**src/rtl/hdlcFiltPkg.sv**
```systemverilog
package hdlcFiltPkg;
  localparam int BYTE_W = 8;
  localparam int CRC_W = 32;
  localparam int MAX_FCS_BYTES = 4;
  localparam int FILL_W = $clog2(MAX_FCS_BYTES + 1);
  localparam int SEL_W = $clog2(MAX_FCS_BYTES);
  localparam logic [BYTE_W-1:0] BCAST_ADDR = 8'hFF;

  typedef enum logic [1:0] {
    STAT_NONE = 2'd0, STAT_GOOD = 2'd1, STAT_CRCERR = 2'd2, STAT_ADDRREJ = 2'd3
  } statCode_e;

  typedef enum logic [1:0] {
    CRC_OFF = 2'd0, CRC_16 = 2'd1, CRC_32 = 2'd2, CRC_SPARE = 2'd3
  } crcSel_e;

  typedef struct packed {
    logic push;
    logic emit;
    logic useIn;
    logic last;
    logic [SEL_W-1:0] sel;
  } dpCmd_t;

  function automatic logic [FILL_W-1:0] fcsBytes(crcSel_e s);
    case (s)
      CRC_16:  return FILL_W'(2);
      CRC_32:  return FILL_W'(4);
      default: return FILL_W'(0);
    endcase
  endfunction

  function automatic logic [CRC_W-1:0] crcPreset(logic wide);
    return wide ? 32'hFFFF_FFFF : 32'h0000_FFFF;
  endfunction

  function automatic logic [CRC_W-1:0] crcByte(logic [CRC_W-1:0] c, logic [BYTE_W-1:0] d,
                                              logic wide);
    logic [CRC_W-1:0] r;
    logic fb;
    r = c;
    for (int i = 0; i < BYTE_W; i++) begin
      fb = r[0] ^ d[i];
      r = r >> 1;
      if (fb) r = r ^ (wide ? 32'hEDB8_8320 : 32'h0000_8408);
    end
    return r;
  endfunction

  function automatic logic crcResidueOk(logic [CRC_W-1:0] c, logic wide);
    return wide ? (c == 32'hDEBB_20E3) : (c[15:0] == 16'hF0B8);
  endfunction
endpackage

```
**src/rtl/hdlcFiltCtrl.sv**
```systemverilog
module hdlcFiltCtrl
  import hdlcFiltPkg::*;
(
  input  logic              clk,
  input  logic              rstN,
  input  logic              inValid,
  input  logic              inSof,
  input  logic              inEof,
  input  logic [BYTE_W-1:0] inData,
  input  logic [BYTE_W-1:0] cfgAddr,
  input  logic [1:0]        cfgCrcType,
  input  logic              cfgRetCrc,
  input  logic              cfgRetCrcOnErr,
  output dpCmd_t            cmd,
  output logic              statValid,
  output logic [1:0]        statCode
);
  logic inFrame, frameAcc;
  logic [CRC_W-1:0] crcReg, crcNext;
  logic [FILL_W-1:0] fill, fillEff, fillNext, depth, depthM1, flushCnt, flushM1;
  crcSel_e crcSel;
  logic wide, addrOk, flushing, accNow, liveNow, byteAcc, rejEof, eofAcc;
  logic crcGood, keepFcs;

  always_comb begin
    crcSel   = crcSel_e'(cfgCrcType);
    wide     = (crcSel == CRC_32);
    depth    = fcsBytes(crcSel);
    depthM1  = depth - FILL_W'(1);
    flushM1  = flushCnt - FILL_W'(1);
    addrOk   = (inData == BCAST_ADDR) || (cfgAddr == BCAST_ADDR) || (inData == cfgAddr);
    flushing = (flushCnt != '0);
    accNow   = inSof ? addrOk : frameAcc;
    liveNow  = inSof || inFrame;
    byteAcc  = inValid && liveNow && accNow;
    rejEof   = inValid && inEof && liveNow && !accNow;
    eofAcc   = byteAcc && inEof;
    fillEff  = inSof ? '0 : fill;
    fillNext = (fillEff >= depth) ? depth : fillEff + FILL_W'(1);
    crcNext  = crcByte(inSof ? crcPreset(wide) : crcReg, inData, wide);
    crcGood  = (depth == '0) || crcResidueOk(crcNext, wide);
    keepFcs  = cfgRetCrc || (!crcGood && cfgRetCrcOnErr);

    cmd = '0;
    if (flushing) begin
      cmd.emit = 1'b1;
      cmd.sel  = flushM1[SEL_W-1:0];
      cmd.last = (flushCnt == FILL_W'(1));
    end else if (byteAcc) begin
      cmd.push  = 1'b1;
      cmd.emit  = (fillEff == depth);
      cmd.useIn = (depth == '0);
      cmd.sel   = depthM1[SEL_W-1:0];
      cmd.last  = (fillEff == depth) && eofAcc && (!keepFcs || depth == '0);
    end
  end

  always_ff @(posedge clk or negedge rstN) begin
    if (!rstN) begin
      inFrame   <= 1'b0;
      frameAcc  <= 1'b0;
      crcReg    <= '0;
      fill      <= '0;
      flushCnt  <= '0;
      statValid <= 1'b0;
      statCode  <= STAT_NONE;
    end else begin
      if (inValid) begin
        if (inEof) inFrame <= 1'b0;
        else if (inSof) inFrame <= 1'b1;
      end
      if (inValid && inSof) frameAcc <= addrOk;
      if (byteAcc) begin
        crcReg <= crcNext;
        fill   <= fillNext;
      end
      if (flushing) flushCnt <= flushM1;
      else if (eofAcc && keepFcs && depth != '0) flushCnt <= fillNext;
      statValid <= eofAcc || rejEof;
      statCode  <= rejEof ? STAT_ADDRREJ : (crcGood ? STAT_GOOD : STAT_CRCERR);
    end
  end

  // appended check bytes are flushed from the delay line while input is idle
  assert_no_input_while_flush_R9: assert property (@(posedge clk) disable iff (!rstN)
    flushing |-> !inValid);
  assert_stat_after_eof_R11: assert property (@(posedge clk) disable iff (!rstN)
    statValid |-> $past(inValid && inEof));
  assert_stat_code_R11: assert property (@(posedge clk) disable iff (!rstN)
    statValid |-> statCode != STAT_NONE);
endmodule

```
**src/rtl/hdlcFiltDp.sv**
```systemverilog
module hdlcFiltDp
  import hdlcFiltPkg::*;
(
  input  logic              clk,
  input  logic              rstN,
  input  dpCmd_t            cmd,
  input  logic [BYTE_W-1:0] inData,
  output logic              outValid,
  output logic [BYTE_W-1:0] outData,
  output logic              outLast
);
  logic [BYTE_W-1:0] line [MAX_FCS_BYTES];

  always_ff @(posedge clk or negedge rstN) begin
    if (!rstN) line[0] <= '0;
    else if (cmd.push) line[0] <= inData;
  end

  for (genvar i = 1; i < MAX_FCS_BYTES; i++) begin : gStage
    always_ff @(posedge clk or negedge rstN) begin
      if (!rstN) line[i] <= '0;
      else if (cmd.push) line[i] <= line[i-1];
    end
  end

  always_ff @(posedge clk or negedge rstN) begin
    if (!rstN) begin
      outValid <= 1'b0;
      outData  <= '0;
      outLast  <= 1'b0;
    end else begin
      outValid <= cmd.emit;
      outLast  <= cmd.emit && cmd.last;
      if (cmd.emit) outData <= cmd.useIn ? inData : line[cmd.sel];
    end
  end

  assert_last_has_valid_R5: assert property (@(posedge clk) disable iff (!rstN)
    outLast |-> outValid);
endmodule

```
**src/rtl/hdlcRxFilter.sv**
```systemverilog
module hdlcRxFilter
  import hdlcFiltPkg::*;
(
  input  logic       clk,
  input  logic       rstN,
  input  logic       inValid,
  input  logic       inSof,
  input  logic       inEof,
  input  logic [7:0] inData,
  input  logic [7:0] cfgAddr,
  input  logic [1:0] cfgCrcType,
  input  logic       cfgRetCrc,
  input  logic       cfgRetCrcOnErr,
  output logic       outValid,
  output logic [7:0] outData,
  output logic       outLast,
  output logic       statValid,
  output logic [1:0] statCode
);
  dpCmd_t cmd;

  hdlcFiltCtrl uCtrl (
    .clk(clk), .rstN(rstN), .inValid(inValid), .inSof(inSof), .inEof(inEof),
    .inData(inData), .cfgAddr(cfgAddr), .cfgCrcType(cfgCrcType), .cfgRetCrc(cfgRetCrc),
    .cfgRetCrcOnErr(cfgRetCrcOnErr), .cmd(cmd), .statValid(statValid), .statCode(statCode)
  );

  hdlcFiltDp uDp (
    .clk(clk), .rstN(rstN), .cmd(cmd), .inData(inData),
    .outValid(outValid), .outData(outData), .outLast(outLast)
  );

  assert_reject_no_data_R2: assert property (@(posedge clk) disable iff (!rstN)
    (statValid && statCode == 2'd3) |-> !outValid);
endmodule

```
**config.mk**
```make
export PLATFORM = sky130hd
export DESIGN_NAME = hdlcRxFilter
export DESIGN_NICKNAME = d
export VERILOG_FILES = /design/src/rtl/hdlcFiltPkg.sv /design/src/rtl/hdlcFiltCtrl.sv /design/src/rtl/hdlcFiltDp.sv /design/src/rtl/hdlcRxFilter.sv
export SDC_FILE = /design/constraint.sdc
export NUM_CORES = 1
export LEC_CHECK = 0
export BUFFER_PORTS_ARGS = -buffer_cell sky130_fd_sc_hd__buf_4
export CAP_MARGIN = 10
export CORE_AREA = 2 2 119 121
export CTS_CLUSTER_DIAMETER = 80
export CTS_CLUSTER_SIZE = 14
export DETAILED_ROUTE_END_ITERATION = 10
export DIE_AREA = 0 0 121 123
export GPL_TIMING_DRIVEN = 1
export PLACE_DENSITY_LB_ADDON = 0.2
export SLEW_MARGIN = 20
export SYNTH_ARGS = -nofsm -noshare
export SYNTH_HDL_FRONTEND = slang
export SYNTH_SLANG_ARGS = --single-unit
```
**constraint.sdc**
```tcl
create_clock -name clk -period 9.7 [get_ports clk]
set_input_delay 1.455 -clock clk [delete_from_list [all_inputs] [get_ports clk]]
set_output_delay 1.455 -clock clk [all_outputs]
set_load 0.02 [all_outputs]
```
; After elaboration in Yosys (flattened, before gate mapping)
; Index checks and enable logic that the tools add are counted.
[op_classes]
addsub = 3
magnitude_cmp = 2
n_eq_ne = 9
n_mux = 31
n_bitwise = 17
n_reduce_logical = 29
[op_table]
columns = operator, n
row1 = $mux 32, 11
row2 = $xor 31x32->32, 8
row3 = $eq 32x32->1 const B, 1
row4 = $mux 8, 3
row5 = $bmux 8 s2, 1
row6 = $eq 16x16->1 const B, 1
row7 = $eq 8x8->1 const B, 2
row8 = $mux 3, 5
row9 = $logic_and 1x1->1, 13
row10 = $eq 8x8->1, 1
row11 = $xor 1x1->1, 8
row12 = $logic_or 1x1->1, 7
row13 = $mux 1, 7
row14 = $mux 6, 1
row15 = $pmux 3 s2, 1
row16 = $reduce_bool 3->1, 2
row17 = $mux 2, 2
row18 = $reduce_bool 2->1, 2
row19 = $add 3x1->3 const B, 1
row20 = $eq 3x1->1 const B, 1
row21 = $eq 3x3->1, 1
row22 = $ge 3x3->1, 1
row23 = $ge 3x3->1 const B, 1
row24 = $logic_not 1->1, 3
row25 = 7 further kinds, 7
[totals]
register_bits = 85
input_bits = 25
output_inout_bits = 13

; Depth between registers and ports, before layout
[depth]
depth_word = 35
mapped_depth = 17

; Modules after synthesis
; From an unflattened synthesis, not the netlist that was laid out.
[unflattened]
hier_cells = 738
area_unflattened_um2 = 6802.8
[modules_own_cells]
columns = module, n_inst, cells_per_inst, area_per_inst_um2, seq_area_each_um2
row1 = hdlcFiltCtrl, 1, 622, 5004.8, 1076.0
row2 = hdlcFiltDp, 1, 116, 1798.0, 1051.0

; Least setup slack after synthesis
; No wires, ideal clock.
[synth_path]
path_type = input -> register
startpoint = input port cfgCrcType[0]
endpoint = register uCtrl.flushCnt[2]
t_arrival_ps = 4493
required_time_ps = 9576
slack_ps = 5083
path_stages = 16
path_cell_list = inv_1 ha_1 buf_2 nor2b_1 a211o_1 nor4b_4 or2_1 buf_6 xnor3_1 a22oi_1 nor2b_1 nor4b_4 a31oi_4 o21ai_4 nor3b_1 o31a_1
[synth_via]
elab_chain_len = 28
elab_cells_between_ends = 42
[synth_rtl]
columns = element, line_no
row1 = from (decl), hdlcRxFilter.sv:11  ; input logic [1:0] cfgCrcType,
row2 = $eq 2x2->1, "hdlcFiltPkg.sv:26, hdlcFiltCtrl.sv:27"
row3 = $mux 32, hdlcFiltPkg.sv:34  ; return wide ? 32'hFFFF_FFFF : 32'h0000_FFFF;
row4 = $mux 32, hdlcFiltCtrl.sv:40  ; crcNext = crcByte(inSof ? crcPreset(wide) : crcReg, inData, wide);
row5 = $xor 31x32->32, hdlcFiltPkg.sv:45  ; if (fb) r = r ^ (wide ? 32'hEDB8_8320 : 32'h0000_8408);
row6 = $mux 32, hdlcFiltPkg.sv:45
row7 = $xor 31x32->32, hdlcFiltPkg.sv:45
row8 = $mux 32, hdlcFiltPkg.sv:45
row9 = $xor 31x32->32, hdlcFiltPkg.sv:45
row10 = (+11 left out), --
row11 = $eq 32x32->1 / $eq 16x16->1 (equally long branches), hdlcFiltPkg.sv:51  ; return wide ? (c == 32'hDEBB_20E3) : (c[15:0] == 16'hF0B8);
row12 = $mux 1, hdlcFiltPkg.sv:51
row13 = $logic_or 1x1->1, hdlcFiltCtrl.sv:41  ; crcGood = (depth == '0) || crcResidueOk(crcNext, wide);
row14 = $logic_not 1->1, hdlcFiltCtrl.sv:42  ; keepFcs = cfgRetCrc || (!crcGood && cfgRetCrcOnErr);
row15 = $logic_and 1x1->1, hdlcFiltCtrl.sv:42
row16 = $logic_or 1x1->1, hdlcFiltCtrl.sv:42
row17 = $logic_and 1x1->1 (2 in a row), hdlcFiltCtrl.sv:78  ; else if (eofAcc && keepFcs && depth != '0) flushCnt <= fillNext;
row18 = $reduce_bool 2->1 (no line), --
row19 = to (signal assigned), hdlcFiltCtrl.sv:77  ; if (flushing) flushCnt <= flushM1;
row20 = to (signal assigned), hdlcFiltCtrl.sv:78
row21 = to (decl), hdlcFiltCtrl.sv:20  ; logic [FILL_W-1:0] fill, fillEff, fillNext, depth, depthM1, flushCnt, flushM1;
; Several ways; a longest one is shown, not always the timed one. The select of a mux whose other input is x is not followed.
; A chain may end at the register's enable or synchronous reset.

; Worst setup path after layout
[layout_path]
startpoint = input port inSof
endpoint = register uCtrl.flushCnt[2]
[layout_via]
elab_chain_len = 26
elab_cells_between_ends = 46
[layout_rtl]
columns = element, line_no
row1 = from (decl), hdlcRxFilter.sv:7  ; input logic inSof,
row2 = $mux 32, hdlcFiltCtrl.sv:40
row3 = $xor 31x32->32 / $xor 1x1->1 (equally long branches), "hdlcFiltPkg.sv:45, hdlcFiltPkg.sv:43"
row4 = $mux 32, hdlcFiltPkg.sv:45
row5 = $xor 31x32->32 / $xor 1x1->1 (equally long branches), "hdlcFiltPkg.sv:45, hdlcFiltPkg.sv:43"
row6 = $mux 32, hdlcFiltPkg.sv:45
row7 = $xor 31x32->32 / $xor 1x1->1 (equally long branches), "hdlcFiltPkg.sv:45, hdlcFiltPkg.sv:43"
row8 = $mux 32, hdlcFiltPkg.sv:45
row9 = $xor 31x32->32 / $xor 1x1->1 (equally long branches), "hdlcFiltPkg.sv:45, hdlcFiltPkg.sv:43"
row10 = (+9 left out), --
row11 = $eq 32x32->1 / $eq 16x16->1 (equally long branches), hdlcFiltPkg.sv:51
row12 = $mux 1, hdlcFiltPkg.sv:51
row13 = $logic_or 1x1->1, hdlcFiltCtrl.sv:41
row14 = $logic_not 1->1, hdlcFiltCtrl.sv:42
row15 = $logic_and 1x1->1, hdlcFiltCtrl.sv:42
row16 = $logic_or 1x1->1, hdlcFiltCtrl.sv:42
row17 = $logic_and 1x1->1 (2 in a row), hdlcFiltCtrl.sv:78
row18 = $reduce_bool 2->1 (no line), --
; Several ways; a longest one is shown, not always the timed one. The select of a mux whose other input is x is not followed.

==> results.ini <==
[place]
dpl-instance-area_sq_mm=0.00687
dp.cells=936
io_buffer_count=37
place_hpwl_um=12400
gp_congestion=0.942
dp_slack_ns=3.88

[critical_path]
worstReg2RegStart=uCtrl.crcReg[1]$_DFFE_PN0P_
cp_num_buf_inv=2
startpoint=inSof
crit_path_frequent_cell=nor4b_4
worstSetupEndpointType=flop
crit_family=compound AO/OA/AOI/OAI gates
slowest_stage=clkinv_1
worstPathMaxFanout=60
worstPathRequired_ns=9.94
worstPathArrival_ns=5.72
critical-path-max-stage-delay_ns=0.82
setup.worst_path.class=in2reg
path_cells=buf_4 -> clkinv_1 -> o21ai_0 -> nor4b_4 -> or2_1 -> xnor3_1 -> a22oi_1 -> nor2b_1 -> nor4b_4 -> a31oi_4 -> o21ai_4 -> nor3b_1 -> o31a_1
start_kind=input pin

[routing]
wl_per_cell_um=18.5
via_per_inst=5.78
drt_iter0_markers=459
vias=5506
drc=0
wirelength_um=17600
antenna_left=0
drt_pre_antenna_iters=5

[synth]
synthTopCellsByCount=180 x nand2_1, 85 x dfrtp_1, 57 x xnor2_1, 56 x o21ai_0, 35 x nor2_1
synth.area.mux_share_pct=6.89
yosysTopAreaCell=dfrtp_1
synth_compound_area_share_pct=14.9
synthesis.area_sq_mm=0.00657
synth_top_family_by_area=simple AND/OR/NAND/NOR gates
synth-seq-cells=85
ys_warn_count=0
synthCells=767
async_flop_share_pct=100
synth_fa_ha_area_share_pct=1.71
synth_simple_gate_area_share_pct=23.3
synth.most_common_cell=nand2_1
synth_nets=801
yosys.area.top_type_share_pct=32.4
synth_area_leaders=dfrtp_1 32%, nand2_1 10%, xnor2_1 7.6%
yosysSeqAreaShare_pct=32.4
synth_xor_xnor_area_share_pct=15.9
ys_types=76
ys.flop_type=dfrtp_1
synth_edf_count=0
syn_avg_cell_area_sq_um=8.57

[global_route]
grt_max_degree=66
antenna_found_initial=0
grt_pass1_vias=5349
grt_overflow_total=0
grt_pass1_wl_um=28700
grt_usage_pct=25.1

[sta]
slew_violations=0
fin_crit_ns=5.48
finClkSkew_ns=0.0121
setup-tns-final_ns=0
finalSetupViolations=0
rsz0062_at_grt=false
relSlewSlack_pct=44.5
hold_viol_final=0
tightest_slew_ns=0.833
worst_slack_ns=4.22
final.period_utilization_pct=56.5
hold_ws_ns=0.479
clock.fmax_ghz=0.182

[layout]
final_util_pct=53.0
nNetsFinal=801
diodes=0
finish.instance_area_sq_mm=0.00721
finalNonFillerCells=952
layout-area-overhead-vs-synth_pct=9.73
layout-drive-gt1-share_pct=12.4

[clock_network]
cts_max_level=3
numCtsBuffers=9
cts_hold_buffers=0
cts_resized=0
cts.reportedPaths.clkPinSlew_ns=0.07
clock_sinks=85
cts_buffer_depth=2
clkLatencyLatePin_ns=0.36
cts_setup_buffers=0
cts_tree=done
cts_root_buf=clkbuf_16

[hold_path]
hp-start=uDp.line[1]$_DFFE_PN0P_
worst_hold_path_type=reg2reg

[die]
die_width_um=121
coreArea_sq_mm=0.0136
start_util_pct=48.3
rows=43
die_h_um=123
die_area_sq_mm=0.0149
io_pins=38

[job]
max_cap_violations=0

[power]
power_density_mw_per_mm2=280
total_power_mw=2.02
irDropWorstVdd_mv=0.120
leakage_nw=3.31

[outcome]
status=complete, no violations

cells in the final DEF, fill, tap and decap left out, types with 3 or more instances in the layout:
master and count:
a211o_1 4, a211oi_1 3, a21o_1 5, a21oi_1 32, a2bb2oi_1 3, and2_1 9
and3_1 6, and4b_1 4, buf_4 43, clkbuf_16 9, dfrtp_1 85, ha_1 9
inv_1 18, mux2_2 10, mux2i_1 16, mux4_2 8, nand2_1 179, nand2b_1 8
nand3_1 11, nand4_1 6, nor2_1 34, nor2b_1 12, nor3_1 12, nor3b_1 9
o211ai_1 6, o21a_1 3, o21ai_0 56, o21bai_1 3, o221ai_1 4, o31ai_1 4
or3_1 5, or4_1 3, xnor2_1 57, xnor3_1 11, xor2_1 29
worst register-to-register path, delay by kind of cell, from the launching register on:
kind / cells / cell delay (ns)
compound gates: 5 / 1.20
xor+xnor: 1 / 0.49
flops: 1 / 0.83
simple gates: 6 / 1.43
path summary, 6_finish.rpt:
kind / endpoint / slack, ns / depth (start not counted)
max: uCtrl.flushCnt[2]$_DFFE_PN0P_ / 4.22 / 13
min: uDp.line[1]$_DFFE_PN0P_ / 0.48 / 2
max reg2reg: uCtrl.flushCnt[2]$_DFFE_PN0P_ / 5.65 / 12
min reg2reg: uDp.line[1]$_DFFE_PN0P_ / 0.48 / 2
max in group asynchronous: uDp.line[2]$_DFFE_PN0P_ / 7.58 / 2
min in group asynchronous: uCtrl.crcReg[23]$_DFFE_PN0P_ / 0.99 / 1
sequential cells by signal (all words and copies together), names as in the netlist:
register	cells
uCtrl.crcReg	32
uCtrl.fill	3
uCtrl.flushCnt	3
uCtrl.frameAcc	1
uCtrl.inFrame	1
uCtrl.statCode	2
uCtrl.statValid	1
uDp.line	32
uDp.outData	8
uDp.outLast	1
uDp.outValid	1
power by group:
group,leakage (nW),switching (mW),internal (mW)
clock network,0.167,0.162,0.233
logic,2.03,0.557,0.470
registers,1.11,0.133,0.466
logic make-up after synthesis:
group / after synthesis
buffers and inverters: 73
xor gates and xnor gates: 99
AOI/OAI and AO/OA: 150
DFF: 85
muxes: 34
and+or+nand+nor: 317
adders and majority gates: 9
routing by layer:
layer / wire length, um / vias to the layer above / GRT usage (%)
met1: 7970 / 2665 / 35.4
met5: 0 / - / 0
met4: 342 / 0 / 8.79
li1: - / 2619 / -
met2: 8000 / 197 / 38.6
met3: 1260 / 25 / 4.75
cell type report:
cell class              count  area [sq um]
well taps                 180           225
repair buffers             43           323
flip-flops and latches     85          2130
fillers                  1254          6400
multi-input cells         609          4120
clock inverters             7           116
clock buffers               9           225
inverters                  19          71.3
Power figures use the tool's default switching activity.
